==> src/rtl/bank_dec_pkg.sv <==
package bank_dec_pkg;
    localparam int UP_W    = 12;
    localparam int UP_POS  = 30;
    localparam int LO_W    = 4;
    localparam int LO_POS  = 6;
    localparam int PA_W    = 42;
    localparam int SZ_KEEP = 10;
    localparam int NBANK   = 4;
    localparam int IDX_W   = $clog2(NBANK);
    localparam int ILV_LW  = $clog2(LO_W + 1);

    typedef struct packed {
        logic            en;
        logic [UP_W-1:0] up_dc;
        logic [UP_W-1:0] up_val;
        logic [LO_W-1:0] lo_dc;
        logic [LO_W-1:0] lo_val;
    } dec_entry_t;

    localparam int ENTRY_W = $bits(dec_entry_t);

    typedef enum logic {
        ST_IDLE = 1'b0,
        ST_SHOW = 1'b1
    } lk_state_t;
endpackage

==> src/rtl/bank_entry_store.sv <==
module bank_entry_store
    import bank_dec_pkg::*;
(
    input  logic                 clk,
    input  logic                 rst_n,
    input  logic                 we,
    input  logic [IDX_W-1:0]     sel,
    input  dec_entry_t           wdata,
    output dec_entry_t           entries [NBANK]
);
    for (genvar b = 0; b < NBANK; b++) begin : g_ent
        always_ff @(posedge clk) begin
            if (!rst_n)
                entries[b] <= '0;
            else if (we && sel == IDX_W'(b))
                entries[b] <= wdata;
        end
    end
endmodule

==> src/rtl/bank_field_match.sv <==
module bank_field_match
    import bank_dec_pkg::*;
(
    input  dec_entry_t      entry,
    input  logic [PA_W-1:0] addr,
    output logic            claim
);
    logic [UP_W-1:0] up_bits;
    logic [LO_W-1:0] lo_bits;
    logic            up_ok;
    logic            lo_ok;

    always_comb begin
        up_bits = addr[UP_POS +: UP_W];
        lo_bits = addr[LO_POS +: LO_W];
        up_ok   = ((up_bits ^ entry.up_val) & ~entry.up_dc) == '0;
        lo_ok   = ((lo_bits ^ entry.lo_val) & ~entry.lo_dc) == '0;
        claim   = entry.en && up_ok && lo_ok;
    end
endmodule

==> src/rtl/bank_geometry.sv <==
module bank_geometry
    import bank_dec_pkg::*;
(
    input  dec_entry_t        entry,
    output logic [PA_W-1:0]   base,
    output logic [ILV_LW-1:0] ilv_log,
    output logic [PA_W-1:0]   size
);
    logic [LO_W-1:0]  pat;
    logic             found;
    logic [PA_W-1:0]  span;

    always_comb begin
        ilv_log = '0;
        found   = 1'b0;
        for (int k = 0; k <= LO_W; k++) begin
            pat = LO_W'({LO_W{1'b1}} << k);
            if (!found && entry.lo_dc == pat) begin
                ilv_log = ILV_LW'(k);
                found   = 1'b1;
            end
        end
        base = PA_W'(entry.up_val & ~entry.up_dc) << UP_POS;
        span = (PA_W'(entry.up_dc[SZ_KEEP-1:0]) + PA_W'(1)) << UP_POS;
        size = span >> ilv_log;
    end
endmodule

==> src/rtl/bank_decoder.sv <==
module bank_decoder
    import bank_dec_pkg::*;
#(
    parameter int PORT_W = 5
) (
    input  logic                    clk,
    input  logic                    rst_n,
    input  logic                    cfg_we,
    input  logic [IDX_W-1:0]        cfg_sel,
    input  logic [ENTRY_W-1:0]      cfg_data,
    input  logic [PORT_W-1:0]       port_id,
    input  logic                    lk_req,
    input  logic [PA_W-1:0]         lk_addr,
    output logic                    lk_done,
    output logic                    lk_hit,
    output logic [IDX_W-1:0]        lk_bank,
    output logic [PORT_W+IDX_W-1:0] lk_gid,
    output logic [PA_W-1:0]         lk_base,
    output logic [LO_W:0]           lk_ilv,
    output logic [PA_W-1:0]         lk_size
);
    dec_entry_t        entries [NBANK];
    logic [NBANK-1:0]  claims;
    logic              any_claim;
    logic [IDX_W-1:0]  win_idx;
    dec_entry_t        win_entry;
    logic [PA_W-1:0]   win_base;
    logic [ILV_LW-1:0] win_ilv_log;
    logic [PA_W-1:0]   win_size;
    lk_state_t         state_q, state_d;

    bank_entry_store u_store (
        .clk     (clk),
        .rst_n   (rst_n),
        .we      (cfg_we),
        .sel     (cfg_sel),
        .wdata   (dec_entry_t'(cfg_data)),
        .entries (entries)
    );

    for (genvar b = 0; b < NBANK; b++) begin : g_match
        bank_field_match u_match (
            .entry (entries[b]),
            .addr  (lk_addr),
            .claim (claims[b])
        );
    end

    always_comb begin
        win_idx   = '0;
        any_claim = 1'b0;
        for (int b = NBANK - 1; b >= 0; b--) begin
            if (claims[b]) begin
                win_idx   = IDX_W'(b);
                any_claim = 1'b1;
            end
        end
        win_entry = entries[win_idx];
    end

    bank_geometry u_geom (
        .entry   (win_entry),
        .base    (win_base),
        .ilv_log (win_ilv_log),
        .size    (win_size)
    );

    always_comb begin
        unique case (state_q)
            ST_IDLE: state_d = lk_req ? ST_SHOW : ST_IDLE;
            ST_SHOW: state_d = lk_req ? ST_SHOW : ST_IDLE;
            default: state_d = ST_IDLE;
        endcase
    end

    always_ff @(posedge clk) begin
        if (!rst_n)
            state_q <= ST_IDLE;
        else
            state_q <= state_d;
    end

    always_ff @(posedge clk) begin
        if (!rst_n) begin
            lk_hit  <= 1'b0;
            lk_bank <= '0;
            lk_gid  <= '0;
            lk_base <= '0;
            lk_ilv  <= '0;
            lk_size <= '0;
        end else if (lk_req) begin
            lk_hit  <= any_claim;
            lk_bank <= any_claim ? win_idx : '0;
            lk_gid  <= any_claim ? {port_id, win_idx} : '0;
            lk_base <= any_claim ? win_base : '0;
            lk_ilv  <= any_claim ? (LO_W+1)'(1) << win_ilv_log : '0;
            lk_size <= any_claim ? win_size : '0;
        end
    end

    assign lk_done = (state_q == ST_SHOW);
endmodule

==> config.mk <==
export PLATFORM = sky130hd
export DESIGN_NAME = bank_decoder
export DESIGN_NICKNAME = d
export VERILOG_FILES = /design/src/rtl/bank_dec_pkg.sv /design/src/rtl/bank_entry_store.sv /design/src/rtl/bank_field_match.sv /design/src/rtl/bank_geometry.sv /design/src/rtl/bank_decoder.sv
export SDC_FILE = /design/constraint.sdc
export NUM_CORES = 1
export LEC_CHECK = 0
export ABC_AREA = 1
export CELL_PAD_IN_SITES_DETAIL_PLACEMENT = 0
export CELL_PAD_IN_SITES_GLOBAL_PLACEMENT = 1
export CORE_MARGIN = 5
export CORE_UTILIZATION = 40
export DETAILED_ROUTE_END_ITERATION = 8
export MAX_ROUTING_LAYER = met4
export PLACE_DENSITY = 0.95
export SYNTH_ARGS = -nofsm -noshare
export SYNTH_HDL_FRONTEND = slang
export SYNTH_SLANG_ARGS = --single-unit
==> constraint.sdc <==
create_clock -name clk -period 4.4 [get_ports clk]
set_input_delay 0.66 -clock clk [delete_from_list [all_inputs] [get_ports clk]]
set_output_delay 0.66 -clock clk [all_outputs]
set_load 0.01 [all_outputs]
==> results by group <==
Status
  • Status: finished clean

Pwr
  • Clock share of power: a little over two fifths
  • Peak supply drop: roughly 180 uV
  • Int Pwr: between 2000 and 3000 uW
  • Power density cells: about 340 mW/mm2
  • Leak Pwr: roughly 0.0046 uW
  • Gate power share: between 10 and 15%
  • Net Sw Frac: between 20% and 30%
  • Sequential share of power: approximately 44%
  • Sw power: ~1000 uW
  • Tot Pwr: around 3800 uW

Finish
  • Ant diodes: 0
  • Final instance area: 0.0113 mm2
  • Final nets: 1605
  • Final Non-Filler Cells: between 1500 and 2000
  • Area Overhead vs Synth: 17.5%
  • Layout cells sized above 1: about 8.9%
  • Commonest non-fill, non-tap cell in the layout: nand2_1
  • Commonest non-fill, non-tap cells in the layout: nand2_1, dfxtp_1, o21ai_0, a21oi_1, nand3_1

Die
  • Core area: roughly 0.024 mm2
  • Die extent in x: 165 um
  • DIE AREA: ~0.027 mm2
  • Row count: 56
  • IO Pins: between 150 and 200
  • Initial Utilization: 40.8%
  • Die Ht: approximately 170 um

Clock tree
  • H-tree levels: 4
  • TritonCTS buffer count: 17
  • CTS tree: yes
  • CTS clk-pin slew, worst paths: 0.07 ns
  • Worst-Skew Late Latency: ~0.44 ns
  • Post-CTS Setup Repair Bufs: 0
  • Root Buffer: clkbuf_16
  • Post_cts resized: 0
  • Hold_buf cts: 0
  • Clock tree buffer depth: 2
  • Clk sinks: around 180

Timing
  • Slew Limit Fails: 0
  • Fin Clk Skew: between 0.01 and 0.015 ns
  • Period minus WS final: between 3 and 4 ns
  • Post-route setup TNS: 0 ns
  • Final setup viols: 0
  • Rel. slew slack: between 30% and 40%
  • Crit share post-route: between 80% and 90%
  • Max Clock Freq: 269 MHz
  • RSZ-0062 raised after global routing: no
  • Final Hold Fails: 0
  • Worst slew pin tran: between 0.9 and 1 ns

Place
  • Hpwl dp: 20.1 mm
  • DP Area: around 0.011 mm2
  • PortBufs: about 110
  • Final RePlAce weighted congestion: approximately 0.9
  • Placed instance count: approximately 1800

Logic synthesis
  • Flops & latches, synth: between 150 and 200
  • Sequential share of the synthesized area: between 30% and 40%
  • Mapped Cells: approximately 1400
  • Ys async rst share: 0%
  • Number of flops mapped to enable cells by yosys: 0
  • Mapped Area: between 0.009 and 0.01 mm2
  • Ys flop type: dfxtp_1
  • Synth unique cells: 40
  • Warnings, synthesis: 0
  • Post-Syn Area per Cell: 6.66 um2

Worst setup path
  • Worst R2R Start: u_store.entries[45]
  • Path depth of the worst reg2reg path: 20
  • Critical path launch point: lk_addr[34]
  • Kind of critical path: input pin to register
  • Crit-path max FO: 18
  • CP Capture Type: register
  • Worst EP required: ~4.7 ns
  • Worst setup SP type: input pin
  • Worst Path Arrival: 4.03 ns

Hold path
  • Hold Crit Start: lk_size[24]
  • Tightest Hold Check Type: register to register
  • Hold path depth: 2

Detailed routing
  • Post-Route WL: 27.7 mm
  • Pre-antenna DRT Iters: 6
  • Final ANT Viol Nets: 0
  • Drt drc: 0
  • DR iter-0 viols: around 800
  • Via/cell ratio: about 5
  • Vias post-DR: 9219
  • Avg WL per Cell: around 15 um

Global routing
  • Largest net degree at the start of global routing: 67
  • Vias in the first global route: 8265
  • Gr usage total: a little over a fifth
  • Grt ovf: 0
  • First-pass GRT wire length: 43.7 mm
  • Antenna violations before repair: 0

Job
  • Max_cap viols: 0
## power groups by stage
stage | clock (uW) | combinational, uW | sequential [uW]
after detailed placement | 0 | 471 | 1730
after global placement | 0 | 465 | 1730
final | 1670 | 476 | 1690
after floorplan | 0 | 342 | 1720
after global routing | 1770 | 540 | 1700
after CTS | 1700 | 473 | 1690
## cell families (layout without fill, tap and decap cells)
logic type	count (synthesis)	count (layout)	synth area share (%)
AO/OA/AOI/OAI	360	360	19.2
XOR/XNOR	3	3	0.273
adder cells (fa/ha/maj)	1	1	0.130
buffers and inverters	276	307	13.9
flip-flops	176	176	36.6
other	1	54	0.0389
AND/OR/NAND/NOR	630	630	29.9
## worst max-delay path: stages
cell	delay, ns
clkdlybuf4s50_1	0.59
nand2_1	0.08
nand2_1	0.06
nor2_1	0.04
nor2_1	0.16
nand2_1	0.08
nor2_1	0.18
nand3_2	0.13
o21ai_2	0.11
inv_2	0.06
nor2_4	0.28
buf_4	0.33
nand3_1	0.13
nand2_2	0.16
nand2_4	0.09
nor2_4	0.28
inv_2	0.19
nand3_1	0.12
nand2_1	0.08
a21boi_1	0.13
a21oi_1	0.07
## stage by stage
stage          setup WS (ns)  util [%]  hold slack, ns
4_1_cts                0.715      47.9           0.439
3_3_place_gp           0.307      45.2           0.426
3_5_place_dp           0.263      45.2           0.427
6_report               0.676      47.9           0.439
2_1_floorplan           1.29         -           0.424
5_1_grt                0.368      47.9           0.465
## cell usage after synthesis, types with 2 or more instances
cell type	n	share of area (%)
nor2_2	8	0.52
o21ai_0	175	9.1
o31ai_1	2	0.16
clkbuf_1	53	2.1
nand3_1	151	7.8
buf_4	57	4.4
a31oi_1	5	0.32
o32ai_1	2	0.18
xnor2_1	2	0.18
o21ai_2	2	0.18
o211ai_1	2	0.16
nor3_1	4	0.21
nor2_1	131	5.1
a21oi_1	161	8.4
buf_2	10	0.52
buf_6	9	1.1
nor3_2	3	0.31
inv_1	131	5.1
nand4_1	6	0.39
o21ai_1	7	0.36
nand3_2	17	1.8
a22oi_1	2	0.16
nor2_4	7	0.82
nand2_4	4	0.47
nor3b_2	2	0.26
inv_2	13	0.51
dfxtp_1	176	37
nand2_2	20	1.3
nand2_1	274	11
## state kept, by name, indices dropped and copies added, names as in the netlist
name,flops
lk_base,12
lk_bank,1
lk_gid,6
lk_ilv,5
lk_hit,1
lk_size,18
lk_done,1
u_store.entries,132
## path summary, 6_finish.rpt
path / to / slack, ns
max: lk_size[31] / 0.68
min: lk_size[24] / 0.44
max reg2reg: lk_size[31] / 1.14
min reg2reg: lk_size[24] / 0.44
## routing by layer
layer  global-route usage [%]  share of wire [%]
met1                     27.4                 47
met2                     32.3                 45
met3                     4.14                6.1
met4                     6.50                2.2
met5                        -                  0
## cell type report
class | count | area [um2]
Clock buffer | 17 | 425
Clock inverter | 15 | 216
Fill cell | 2448 | 12300
Inverter | 145 | 544
Multi-Input combinational cell | 1048 | 4980
Sequential cell | 176 | 3520
Tap cell | 319 | 399
Timing Repair Buffer | 130 | 1230
Power figures use the tool's default switching activity.
